==> src/rtl/uart_stat_pkg.sv <==
package uart_stat_pkg;
   // status byte bit positions (host software decodes these)
   localparam int ST_AVAIL   = 7;
   localparam int ST_PARERR  = 6;
   localparam int ST_OVRUN   = 5;
   localparam int ST_FRMERR  = 4;
   localparam int ST_BREAK   = 3;
   localparam int ST_THEMPTY = 2;
   localparam int ST_SHEMPTY = 1;
   localparam int ST_CTS     = 0;

   typedef enum logic [2:0] {
      PH_IDLE, PH_START, PH_DATA, PH_PAR, PH_STOP, PH_WAITHI
   } phase_e;

   typedef struct packed {
      logic perr;
      logic ferr;
      logic brk;
   } rx_err_t;
endpackage

==> src/rtl/uart_tick_gen.sv <==
module uart_tick_gen #(
   parameter int CLK_DIV = 4
) (
   input  logic clk,
   input  logic rst_n,
   output logic tick
);
   generate
      if (CLK_DIV <= 1) begin : g_every
         assign tick = 1'b1;
      end else begin : g_count
         localparam int CW = $clog2(CLK_DIV);
         logic [CW-1:0] cnt_q;
         always_ff @(posedge clk or negedge rst_n) begin
            if (!rst_n) begin
               cnt_q <= '0;
            end else if (cnt_q == CW'(CLK_DIV - 1)) begin
               cnt_q <= '0;
            end else begin
               cnt_q <= cnt_q + 1'b1;
            end
         end
         assign tick = (cnt_q == CW'(CLK_DIV - 1));
      end
   endgenerate
endmodule

==> src/rtl/uart_tx_eng.sv <==
module uart_tx_eng
   import uart_stat_pkg::*;
#(
   parameter int DATA_W = 8,
   parameter int OVS    = 16
) (
   input  logic              clk,
   input  logic              rst_n,
   input  logic              tick,
   input  logic              par_en,
   input  logic              par_odd,
   input  logic              two_stop,
   input  logic              wr,
   input  logic [DATA_W-1:0] wdata,
   output logic              thr_empty,
   output logic              sh_empty,
   output logic              tx_line
);
   localparam int CW = $clog2(OVS);
   localparam int BW = $clog2(DATA_W);

   phase_e            ph_q;
   logic [CW-1:0]     cnt_q;
   logic [BW-1:0]     idx_q;
   logic [DATA_W-1:0] hold_q, sh_q;
   logic              full_q, par_q, pen_q, two_q, stop2_q, line_q;
   logic              bit_end;

   assign bit_end = tick && (cnt_q == CW'(OVS - 1));

   always_ff @(posedge clk or negedge rst_n) begin
      if (!rst_n) begin
         ph_q    <= PH_IDLE;
         cnt_q   <= '0;
         idx_q   <= '0;
         hold_q  <= '0;
         sh_q    <= '0;
         full_q  <= 1'b0;
         par_q   <= 1'b0;
         pen_q   <= 1'b0;
         two_q   <= 1'b0;
         stop2_q <= 1'b0;
         line_q  <= 1'b1;
      end else begin
         if (tick && ph_q != PH_IDLE) begin
            cnt_q <= bit_end ? '0 : cnt_q + 1'b1;
         end
         case (ph_q)
            PH_IDLE: begin
               if (full_q) begin
                  sh_q    <= hold_q;
                  par_q   <= (^hold_q) ^ par_odd;
                  pen_q   <= par_en;
                  two_q   <= two_stop;
                  stop2_q <= 1'b0;
                  full_q  <= 1'b0;
                  cnt_q   <= '0;
                  idx_q   <= '0;
                  line_q  <= 1'b0;
                  ph_q    <= PH_START;
               end
            end
            PH_START: begin
               if (bit_end) begin
                  line_q <= sh_q[0];
                  ph_q   <= PH_DATA;
               end
            end
            PH_DATA: begin
               if (bit_end) begin
                  if (idx_q == BW'(DATA_W - 1)) begin
                     if (pen_q) begin
                        line_q <= par_q;
                        ph_q   <= PH_PAR;
                     end else begin
                        line_q <= 1'b1;
                        ph_q   <= PH_STOP;
                     end
                  end else begin
                     sh_q   <= sh_q >> 1;
                     line_q <= sh_q[1];
                     idx_q  <= idx_q + 1'b1;
                  end
               end
            end
            PH_PAR: begin
               if (bit_end) begin
                  line_q <= 1'b1;
                  ph_q   <= PH_STOP;
               end
            end
            PH_STOP: begin
               if (bit_end) begin
                  if (two_q && !stop2_q) begin
                     stop2_q <= 1'b1;
                  end else begin
                     ph_q <= PH_IDLE;
                  end
               end
            end
            default: ph_q <= PH_IDLE;
         endcase
         // a host write overrides the load-time clear of the full flag
         if (wr) begin
            hold_q <= wdata;
            full_q <= 1'b1;
         end
      end
   end

   assign thr_empty = !full_q;
   assign sh_empty  = (ph_q == PH_IDLE) && !full_q;
   assign tx_line   = line_q;
endmodule

==> src/rtl/uart_rx_eng.sv <==
module uart_rx_eng
   import uart_stat_pkg::*;
#(
   parameter int DATA_W = 8,
   parameter int OVS    = 16
) (
   input  logic              clk,
   input  logic              rst_n,
   input  logic              tick,
   input  logic              rx_in,
   input  logic              par_en,
   input  logic              par_odd,
   input  logic              two_stop,
   output logic              done,
   output logic [DATA_W-1:0] rx_byte,
   output rx_err_t           rx_err
);
   localparam int CW = $clog2(OVS);
   localparam int BW = $clog2(DATA_W);

   phase_e            ph_q;
   logic [CW-1:0]     cnt_q;
   logic [BW-1:0]     idx_q;
   logic [DATA_W-1:0] sh_q;
   logic              par_q, stop2_q, any_lo_q, all_lo_q;
   logic              mid_start, bit_end, last_stop, any_lo, all_lo;

   assign mid_start = tick && (cnt_q == CW'(OVS / 2 - 1));
   assign bit_end   = tick && (cnt_q == CW'(OVS - 1));
   assign last_stop = !two_stop || stop2_q;
   assign any_lo    = any_lo_q || !rx_in;
   assign all_lo    = all_lo_q && !rx_in;

   always_ff @(posedge clk or negedge rst_n) begin
      if (!rst_n) begin
         ph_q     <= PH_IDLE;
         cnt_q    <= '0;
         idx_q    <= '0;
         sh_q     <= '0;
         par_q    <= 1'b0;
         stop2_q  <= 1'b0;
         any_lo_q <= 1'b0;
         all_lo_q <= 1'b1;
         done     <= 1'b0;
         rx_byte  <= '0;
         rx_err   <= '0;
      end else begin
         done <= 1'b0;
         case (ph_q)
            PH_IDLE: begin
               if (tick && !rx_in) begin
                  cnt_q <= '0;
                  ph_q  <= PH_START;
               end
            end
            PH_START: begin
               if (mid_start) begin
                  cnt_q <= '0;
                  idx_q <= '0;
                  ph_q  <= rx_in ? PH_IDLE : PH_DATA;
               end else if (tick) begin
                  cnt_q <= cnt_q + 1'b1;
               end
            end
            PH_DATA: begin
               if (tick) cnt_q <= bit_end ? '0 : cnt_q + 1'b1;
               if (bit_end) begin
                  sh_q <= {rx_in, sh_q[DATA_W-1:1]};
                  if (idx_q == BW'(DATA_W - 1)) begin
                     stop2_q  <= 1'b0;
                     any_lo_q <= 1'b0;
                     all_lo_q <= 1'b1;
                     ph_q     <= par_en ? PH_PAR : PH_STOP;
                  end else begin
                     idx_q <= idx_q + 1'b1;
                  end
               end
            end
            PH_PAR: begin
               if (tick) cnt_q <= bit_end ? '0 : cnt_q + 1'b1;
               if (bit_end) begin
                  par_q <= rx_in;
                  ph_q  <= PH_STOP;
               end
            end
            PH_STOP: begin
               if (tick) cnt_q <= bit_end ? '0 : cnt_q + 1'b1;
               if (bit_end) begin
                  any_lo_q <= any_lo;
                  all_lo_q <= all_lo;
                  if (last_stop) begin
                     done        <= 1'b1;
                     rx_byte     <= sh_q;
                     rx_err.perr <= par_en && (par_q != ((^sh_q) ^ par_odd));
                     rx_err.ferr <= any_lo;
                     rx_err.brk  <= (sh_q == '0) && (!par_en || !par_q) && all_lo;
                     ph_q        <= rx_in ? PH_IDLE : PH_WAITHI;
                  end else begin
                     stop2_q <= 1'b1;
                  end
               end
            end
            PH_WAITHI: begin
               if (rx_in) ph_q <= PH_IDLE;
            end
            default: ph_q <= PH_IDLE;
         endcase
      end
   end
endmodule

==> src/rtl/uart_stat_top.sv <==
module uart_stat_top
   import uart_stat_pkg::*;
#(
   parameter int DATA_W      = 8,
   parameter int OVS         = 16,
   parameter int CLK_DIV     = 4,
   parameter int SYNC_STAGES = 2,
   localparam int BUS_W      = (DATA_W > 8) ? DATA_W : 8
) (
   input  logic              clk,
   input  logic              rst_n,
   input  logic              bus_addr,
   input  logic              bus_wr,
   input  logic              bus_rd,
   input  logic [DATA_W-1:0] bus_wdata,
   output logic [BUS_W-1:0]  bus_rdata,
   input  logic              cfg_par_en,
   input  logic              cfg_par_odd,
   input  logic              cfg_two_stop,
   input  logic              cfg_loop,
   input  logic              cts_in,
   input  logic              ser_rx,
   output logic              ser_tx
);
   generate
      if (OVS < 4) begin : g_bad_ovs
         $error("uart_stat_top: OVS must be at least 4");
      end
      if (DATA_W < 5 || DATA_W > 9) begin : g_bad_width
         $error("uart_stat_top: DATA_W must be 5..9");
      end
      if (SYNC_STAGES < 2) begin : g_bad_sync
         $error("uart_stat_top: SYNC_STAGES must be at least 2");
      end
      if (CLK_DIV < 1) begin : g_bad_div
         $error("uart_stat_top: CLK_DIV must be positive");
      end
   endgenerate

   logic              tick, tx_line, rx_src, rx_in;
   logic              thr_empty, sh_empty, rx_done;
   logic              rd_data, wr_data;
   logic [DATA_W-1:0] rx_byte, rx_reg;
   rx_err_t           rx_err;
   logic              rda_q, pe_q, oe_q, fe_q, brk_q;
   logic [7:0]        status;
   logic [SYNC_STAGES-1:0] sync_q;

   assign rd_data = bus_rd && !bus_addr;
   assign wr_data = bus_wr && !bus_addr;

   uart_tick_gen #(.CLK_DIV(CLK_DIV)) u_tick (
      .clk(clk), .rst_n(rst_n), .tick(tick)
   );

   uart_tx_eng #(.DATA_W(DATA_W), .OVS(OVS)) u_tx (
      .clk(clk), .rst_n(rst_n), .tick(tick),
      .par_en(cfg_par_en), .par_odd(cfg_par_odd), .two_stop(cfg_two_stop),
      .wr(wr_data), .wdata(bus_wdata),
      .thr_empty(thr_empty), .sh_empty(sh_empty), .tx_line(tx_line)
   );

   // receive input: loopback mux then synchronizer chain
   assign rx_src = cfg_loop ? tx_line : ser_rx;

   generate
      for (genvar s = 0; s < SYNC_STAGES; s++) begin : g_sync
         always_ff @(posedge clk or negedge rst_n) begin
            if (!rst_n) begin
               sync_q[s] <= 1'b1;
            end else begin
               sync_q[s] <= (s == 0) ? rx_src : sync_q[(s == 0) ? 0 : s - 1];
            end
         end
      end
   endgenerate
   assign rx_in = sync_q[SYNC_STAGES-1];

   uart_rx_eng #(.DATA_W(DATA_W), .OVS(OVS)) u_rx (
      .clk(clk), .rst_n(rst_n), .tick(tick), .rx_in(rx_in),
      .par_en(cfg_par_en), .par_odd(cfg_par_odd), .two_stop(cfg_two_stop),
      .done(rx_done), .rx_byte(rx_byte), .rx_err(rx_err)
   );

   // receive flags: a data read clears, a completing character sets
   always_ff @(posedge clk or negedge rst_n) begin
      if (!rst_n) begin
         rda_q  <= 1'b0;
         pe_q   <= 1'b0;
         oe_q   <= 1'b0;
         fe_q   <= 1'b0;
         brk_q  <= 1'b0;
         rx_reg <= '0;
      end else begin
         if (rd_data) begin
            rda_q <= 1'b0;
            pe_q  <= 1'b0;
            oe_q  <= 1'b0;
            fe_q  <= 1'b0;
            brk_q <= 1'b0;
         end
         if (rx_done) begin
            if (rda_q && !rd_data) begin
               oe_q <= 1'b1;
            end else begin
               rx_reg <= rx_byte;
               rda_q  <= 1'b1;
               pe_q   <= rx_err.perr;
               fe_q   <= rx_err.ferr;
               brk_q  <= rx_err.brk;
            end
         end
      end
   end

   always_comb begin
      status             = '0;
      status[ST_AVAIL]   = rda_q;
      status[ST_PARERR]  = pe_q;
      status[ST_OVRUN]   = oe_q;
      status[ST_FRMERR]  = fe_q;
      status[ST_BREAK]   = brk_q;
      status[ST_THEMPTY] = thr_empty;
      status[ST_SHEMPTY] = sh_empty;
      status[ST_CTS]     = cfg_loop ? rda_q : cts_in;
   end

   assign bus_rdata = bus_addr ? BUS_W'(status) : BUS_W'(rx_reg);
   assign ser_tx    = cfg_loop ? 1'b1 : tx_line;
endmodule

==> config.mk <==
export PLATFORM = sky130hd
export DESIGN_NAME = uart_stat_top
export DESIGN_NICKNAME = d
export VERILOG_FILES = /design/src/rtl/uart_stat_pkg.sv /design/src/rtl/uart_tick_gen.sv /design/src/rtl/uart_tx_eng.sv /design/src/rtl/uart_rx_eng.sv /design/src/rtl/uart_stat_top.sv
export SDC_FILE = /design/constraint.sdc
export NUM_CORES = 1
export LEC_CHECK = 0
export BUFFER_PORTS_ARGS = -buffer_cell sky130_fd_sc_hd__buf_2
export CORE_MARGIN = 1
export CORE_UTILIZATION = 30
export CTS_CLUSTER_SIZE = 16
export DETAILED_ROUTE_END_ITERATION = 8
export SYNTH_ARGS = -nofsm -noshare
export SYNTH_HDL_FRONTEND = slang
export SYNTH_HIERARCHICAL = 1
export SYNTH_SLANG_ARGS = --single-unit
==> constraint.sdc <==
create_clock -name clk -period 4.85 [get_ports clk]
set_clock_uncertainty 0.1 [all_clocks]
set_input_delay 0.97 -clock clk [delete_from_list [all_inputs] [get_ports clk]]
set_output_delay 0.97 -clock clk [all_outputs]
set_load 0.03 [all_outputs]
==> metrics.md, run 1 <==
| Metric | Value |
|---|---|
| Ys Warns | `6` |
| Synth Flop Type | `dfrtp_1` |
| Comb pwr share | `22.7%` |
| Slowest stage delay, CP | `550 ps` |
| Leakage | `2.14 nW` |
| Hold Crit Class | `flip-flop to flip-flop` |
| Ys async rst share | `100%` |
| DP Cell Count | `563` |
| CTS clock-pin slew for the worst setup and hold paths | `50 ps` |
| CTS max path bufs | `2` |
| Drt total wl | `7880 µm` |
| Total gr overflow | `0` |
| Syn nets | `404` |
| Pwr Density | `411 mW/mm²` |
| Worst Path Required | `3780 ps` |
| Final setup TNS | `0 ps` |
| Worst vdd ir | `152 µV` |
| CTS tree | `yes` |
| Post-CTS sizing | `0` |
| Routed wire length per instance | `13.7 µm` |
| Hold_buf cts | `0` |
| Share of layout cells above drive strength 1 | `26.2%` |
| Syn-to-layout area delta | `10.9%` |
| Vias in the first global route | `2811` |
| Worst skew pair latency | `330 ps` |
| Reg area | `0.00208 mm²` |
| Arr. time, crit path | `1880 ps` |
| Tightest Pin Transition | `1040 ps` |
| Relative slew slack | `30.6%` |
| Post-synth EDFFs | `0` |
| Status | `finished, final reports clean` |
| Largest net degree at the start of global routing | `84` |
| DRC Markers | `0` |
| Clock network fraction of design power | `31.5%` |
| Seq pwr share | `45.8%` |
| WL met2 | `3760 µm` |
| MaxCap Viol Count | `0` |
| Post CTS Setup Buffer Count | `0` |
| Final #Nets | `424` |
| # IOs | `28` |
| CP Max Fanout | `18` |
| Setup violators final | `0` |
| Depth of the CTS H-tree | `3` |
| CTS buffer count | `9` |
| Pint | `1.36 mW` |
| Top layer in use | `met4` |
| Placer Congestion | `0.750` |
| Vias per cell | `4.80` |
| Switch share | `30.5%` |
| Critical Path Start Type | `flip-flop` |
| Kind of end point of the critical path | `output port` |
| Chip width | `122 µm` |
| Mapped Area | `0.00429 mm²` |
| Critical path class | `flip-flop to output port` |
| Top achievable clock speed | `339 MHz` |
| Initial core utilization | `30.8%` |
| Met3 routed WL | `155 µm` |
| Final max-slew violation count | `0` |
| Min Tclk post-route | `2950 ps` |
| Syn Area/Cell | `11.5 µm²` |
| Detail Placement HPWL | `5500 µm` |
| Critical-path cell list | `or3_2 -> nor2_1 -> mux2_2 -> buf_2` |
| Final hold vios | `0` |
| Die area | `0.0148 mm²` |
| Fillers | `1366` |
| Unrepaired setup endpoints after global routing | `no` |
| Yosys reg bits | `83` |
| Hold WS | `272 ps` |
| First-pass GRT wire length | `13600 µm` |
| Register area share after synthesis | `48.6%` |
| Tcrit/Tclk final | `60.9%` |
| Sw power | `0.594 mW` |
| Die height | `122 µm` |
| Row count | `43` |
| CTS Sinks | `83` |
| 1st-iter DRT viols | `137` |
| Unique masters post-synth | `70` |
| Core footprint | `0.0139 mm²` |
| Final std cells w/o fill | `577` |
| Root buf cell | `clkbuf_16` |
| GRT Util Overall | `11.7%` |
| Antenna Violating Nets Remaining | `0` |
| Initial antenna violation count | `0` |
| Port Buffer Count | `27` |
| WL met1 | `3850 µm` |
| Final antenna diode count | `0` |
| Via count | `2770` |
| Cells after Synth | `374` |
| Footprint of the multi-input gates | `0.00197 mm²` |
| Crit path max-delay cell type | `dfrtp_1` |
| First-pass DRT Iterations | `4` |
cell type report:
class	instances	area share, %
multi-input combinational	255	41.5
clock inverter	2	0.263
sequential	83	43.8
tap	180	4.74
inverter	18	1.42
timing repair buffer	27	2.90
clock buffer	12	5.40
Yosys cell counts, types with 3 or more instances:
cell	n	share of area (%)
mux2_2	23	6.0
o21ai_1	3	0.35
xor2_1	4	0.82
or3_1	3	0.44
nand4_1	5	0.73
ha_1	11	3.2
dfstp_2	4	2.5
buf_6	7	1.8
nand2_1	40	3.5
nand3_1	7	0.82
a22o_1	4	0.82
mux2_1	7	1.8
nor3b_1	4	0.70
mux2i_1	10	2.3
nor2b_1	7	1.0
mux2_4	7	2.5
nor2_1	16	1.4
a21o_1	4	0.70
a21oi_1	9	1.1
o21ai_2	8	1.6
xnor2_1	8	1.6
nor3_1	3	0.35
inv_1	18	1.6
a211oi_1	5	0.88
buf_2	4	0.47
dfrtp_1	79	46
a32o_1	3	0.70
o21ai_0	19	2.2
metrics by stage:
stage                     worst slack (ps)  utilization [%]  instance area, µm²  power, mW
after global placement                2030             32.2                4480       1.34
after floorplan                       2080                -                4290       1.30
final                                 1900             34.1                4750       1.95
after CTS                             1890             34.1                4750       1.99
after detailed placement              2010             32.2                4480       1.35
after global routing                  1790             34.1                4750       2.08
power groups by stage:
stage / sequential [mW] / combinational (mW) / clock, mW
after global placement: 0.903 / 0.436 / 0
after detailed placement: 0.907 / 0.445 / 0
after CTS: 0.895 / 0.449 / 0.641
final: 0.894 / 0.442 / 0.615
after floorplan: 0.852 / 0.447 / 0
after global routing: 0.913 / 0.502 / 0.668
cells by family after synthesis:
family	Yosys count	synth area share, %
xor+xnor	13	2.98
flops	83	48.6
mux	47	12.7
compound gates	79	13.6
buf+inv	36	5.46
fa+ha+maj	11	3.21
simple gates	105	13.5
critical path: cells and delay by family, from the launching register on:
family                 cells  cell delay (ps)
flip-flops                 1              550
multiplexers               1              150
buffers and inverters      1              190
AND/OR/NAND/NOR            2              670
worst paths after layout:
check                              startpoint      endpoint  slack, ps  cells after the start
worst max-delay path             u_tx/ph_q[1]  bus_rdata[1]       1900                      4
worst min-delay path                sync_q[0]         rx_in        270                      0
worst max register to register  u_tx/idx_q[0]  u_tx/sh_q[5]       2420                      6
worst min register to register      sync_q[0]         rx_in        270                      0
max in group asynchronous               rst_n  u_tx/sh_q[0]       3260                      1
min in group asynchronous               rst_n     rx_reg[0]        720                      1
cell usage in the layout, fill, tap and decap left out, drive strengths merged, types with 5 or more instances in the layout:
master	instances
dfrtp	79
nand2	42
mux2	37
o21ai	30
buf	27
inv	18
nor2	17
clkbuf	12
ha	11
mux2i	10
a21oi	10
xnor2	8
nor2b	7
nand3	7
nand4	6
a211oi	5
or3	5
layer usage:
layer / vias to the layer above / GRT usage, %
met4: 0 / 4.63
met3: 9 / 2.25
li1: 1375 / -
met1: 1363 / 15.1
met5: - / 0
met2: 23 / 19.1
No activity file was read; power rests on OpenSTA's default activity.
==> run 2, diff against run 1 <==
- ABC_AREA: not set -> 1
- clock period: 4.85 -> 2.6 ns (I/O delays scaled with it)
==> metrics.md, run 2 <==
| Metric | Value |
|---|---|
| Top-count cell post-synth | `nand2_1 (was dfrtp_1)` |
| Synth Flop Type | `dfrtp_1 (unchanged)` |
| Initial core utilization | `31.1% (was 30.8%)` |
| CTS Sinks | `83 (unchanged)` |
| Critical Path Start Type | `flip-flop (unchanged)` |
| Fillers | `1519 (was 1366)` |
| Hold_buf cts | `0 (unchanged)` |
| Post-CTS sizing | `0 (unchanged)` |
| Depth of the CTS H-tree | `3 (unchanged)` |
| Commonest non-fill, non-tap cell in the layout | `nand2_1 (was dfrtp_1)` |
| Final #Nets | `628 (was 424)` |
| Core footprint | `0.0147 mm² (was 0.0139 mm²)` |
| Failing checks | `DRC` |
| Kind of end point of the critical path | `output port (unchanged)` |
| Most used cell, CP | `nand2_1` |
| Largest net degree at the start of global routing | `46 (was 84)` |
| Hold WS | `87.8 ps (was 272 ps)` |
| Post CTS Setup Buffer Count | `0 (unchanged)` |
| Die area | `0.0157 mm² (was 0.0148 mm²)` |
| GRT Util Overall | `12.7% (was 11.7%)` |
| Syn-to-layout area delta | `13.8% (was 10.9%)` |
| MaxCap Viol Count | `0 (unchanged)` |
| Post-synth top area share | `43.2% (was 46.1%)` |
| Min Tclk post-route | `2260 ps` |
| GR Util met3 | `3.59% (was 2.25%)` |
| First-pass GRT wire length | `15900 µm (was 13600 µm)` |
| Setup violators final | `0 (unchanged)` |
| DRC Markers | `8 (was 0)` |
| Vias per cell | `4.41 (was 4.80)` |
| Critical-path cell list | `inv_2 -> nand2_4 -> nor2_4 -> nand2_1 -> inv_1 -> nand2_1 -> nand2_1 -> buf_2 (was or3_2 -> nor2_1 -> mux2_2 -> buf_2)` |
| Grt met1 use | `17.0% (was 15.1%)` |
| Critical path class | `flip-flop to output port (unchanged)` |
| Commonest cells in the synthesized netlist | `nand2_1 (207), dfrtp_1 (79), inv_1 (65) (was dfrtp_1 (79), nand2_1 (40), mux2_2 (23))` |
| Commonest non-fill, non-tap cells in the layout | `nand2_1 (207), dfrtp_1 (79), inv_1 (65), o21ai_0 (39), nand3_1 (27) (was dfrtp_1 (79), nand2_1 (40), buf_2 (26), mux2_2 (23), o21ai_0 (19))` |
| Syn Area/Cell | `8.07 µm² (was 11.5 µm²)` |
| 1st-iter DRT viols | `215 (was 137)` |
| Mapped Area | `0.00457 mm² (was 0.00429 mm²)` |
| GR Layer Usage met2 | `19.3% (was 19.1%)` |
| Cells after Synth | `567 (was 374)` |
| Top achievable clock speed | `443 MHz` |
| CTS clock-pin slew for the worst setup and hold paths | `60 ps (was 50 ps)` |
| GRT busiest layer | `met2 (unchanged)` |
| CTS max path bufs | `2 (unchanged)` |
| Ys async rst share | `100% (unchanged)` |
| CTS buffer count | `9 (unchanged)` |
| Port Buffer Count | `27 (unchanged)` |
| Relative slew slack | `60.0% (was 30.6%)` |
| Unrepaired setup endpoints after global routing | `no (unchanged)` |
| Yosys reg bits | `83 (unchanged)` |
| Slowest stage delay, CP | `440 ps (was 550 ps)` |
| Crit path max-delay cell type | `dfrtp_1 (unchanged)` |
| Worst skew pair latency | `340 ps (was 330 ps)` |
| Initial antenna violation count | `1 (was 0)` |
| Register area share after synthesis | `45.5% (was 48.6%)` |
| Final max-slew violation count | `0 (unchanged)` |
| Ys Warns | `6 (unchanged)` |
| Post-synth EDFFs | `0 (unchanged)` |
| Status | `finished, violations left (was finished, final reports clean)` |
| Unique masters post-synth | `40 (was 70)` |
| Drt total wl | `8860 µm (was 7880 µm)` |
| Syn nets | `597 (was 404)` |
| Pwr Density | `666 mW/mm² (was 411 mW/mm²)` |
| CP Max Fanout | `5 (was 18)` |
| CTS tree | `yes (unchanged)` |
| Chip width | `125 µm (was 122 µm)` |
| # IOs | `28 (unchanged)` |
| Vias in the first global route | `3364 (was 2811)` |
| Total gr overflow | `0 (unchanged)` |
| Row count | `44 (was 43)` |
| Ranking of synthesized cells by area | `dfrtp_1 (43%), nand2_1 (17%), inv_1 (5.3%), o21ai_0 (4.3%), nand2_4 (3.4%) (was dfrtp_1 (46%), mux2_2 (6.0%), nand2_1 (3.5%), ha_1 (3.2%), dfstp_2 (2.5%))` |
| Hold Crit Class | `primary input to asynchronous set/reset pin (was flip-flop to flip-flop)` |
| Area leader, netlist | `dfrtp_1 (unchanged)` |
| Tcrit/Tclk final | `86.8%` |
| First-pass DRT Iterations | `7 (was 4)` |
| Reg2reg start | `u_tick/g_count.cnt_q[0] (was u_tx/idx_q[0])` |
| Share of layout cells above drive strength 1 | `19.6% (was 26.2%)` |
| Root buf cell | `clkbuf_16 (unchanged)` |
| Die height | `125 µm (was 122 µm)` |
| Placer Congestion | `0.825 (was 0.750)` |
| Worst vdd ir | `337 µV (was 152 µV)` |
| Worst Path Required | `1980 ps (was 3780 ps)` |
| Detail Placement HPWL | `6570 µm (was 5500 µm)` |
| Final hold vios | `0 (unchanged)` |
| Leakage | `2.73 nW (was 2.14 nW)` |
| Final setup TNS | `0 ps (unchanged)` |
| CP startpoint | `u_tx/ph_q[1] (unchanged)` |
| Arr. time, crit path | `1640 ps (was 1880 ps)` |
| Tightest Pin Transition | `601 ps (was 1040 ps)` |
| Antenna Violating Nets Remaining | `0 (unchanged)` |
| Via count | `3476 (was 2770)` |
| Routed wire length per instance | `11.2 µm (was 13.7 µm)` |
run 2: cell count changes in the layout (fill, tap and decap cells not counted), moves of 14 or more:
cell     before  now
nand3_1       7   27
nand2_4       0   14
nand2_1      40  207
inv_1        18   65
o21ai_0      19   39
mux2_2       23    0
run 2: worst paths after layout:
kind	end	slack, ps	depth (start not counted)
min in group clk	rx_in	260	0
max in group asynchronous	sync_q[0]	1620	2
worst max-delay path	bus_rdata[1]	340	8
worst min register to register	rx_in	260	0
worst min-delay path	oe_q	90	1
worst max register to register	u_rx/rx_err[0]	840	5
run 2: cells by family (layout without fill, tap and decap cells):
family          after synthesis  in the layout  share of synthesized area (%)
compound gates               75             75                           10.2
xor+xnor                      3              3                          0.575
fa+ha+maj                    11             11                           3.01
buf+inv                      85            121                           8.73
flops                        83             83                           45.5
other cells                   0              1                              0
simple gates                310            310                           32.0
run 2: worst max-delay path: cells and delay by family (launching register included):
family | cells | cell delay [ps]
AND/OR/NAND/NOR | 5 | 450
buffers and inverters | 3 | 390
flip-flops | 1 | 440
run 2: per-stage QoR:
stage	power, mW	cell area, µm²	instances	worst slack [ps]	util (%)
finish	3.46	5200	788	344	35.4
global route	3.71	5200	787	241	35.4
CTS	3.52	5200	787	344	35.4
detailed placement	2.14	4880	771	728	33.2
global placement	2.14	4880	771	759	33.2
floorplan	1.99	4570	567	457	-
run 2: area by class of cell:
class | count | area (µm²) | area share (%)
antenna | 1 | 2.50 | 0.0481
clock buffer | 13 | 280 | 5.38
clock inverter | 3 | 43.8 | 0.841
inverter | 74 | 294 | 5.65
multi-input combinational | 399 | 2090 | 40.2
sequential | 83 | 2080 | 40.0
tap | 184 | 230 | 4.42
timing repair buffer | 31 | 180 | 3.46
run 2: power breakdown:
part | switching, mW | leakage [nW] | internal [mW]
combinational | 0.430 | 1.50 | 0.224
sequential | 0.0957 | 1.07 | 1.36
clock | 0.502 | 0.162 | 0.848
run 2: metal layers:
layer	part of all wire (%)	wire length (µm)	up-vias
li1	-	-	1854
met1	50	4440	1557
met2	44	3880	54
met3	4.6	407	11
met4	1.4	127	0
met5	0	0	-
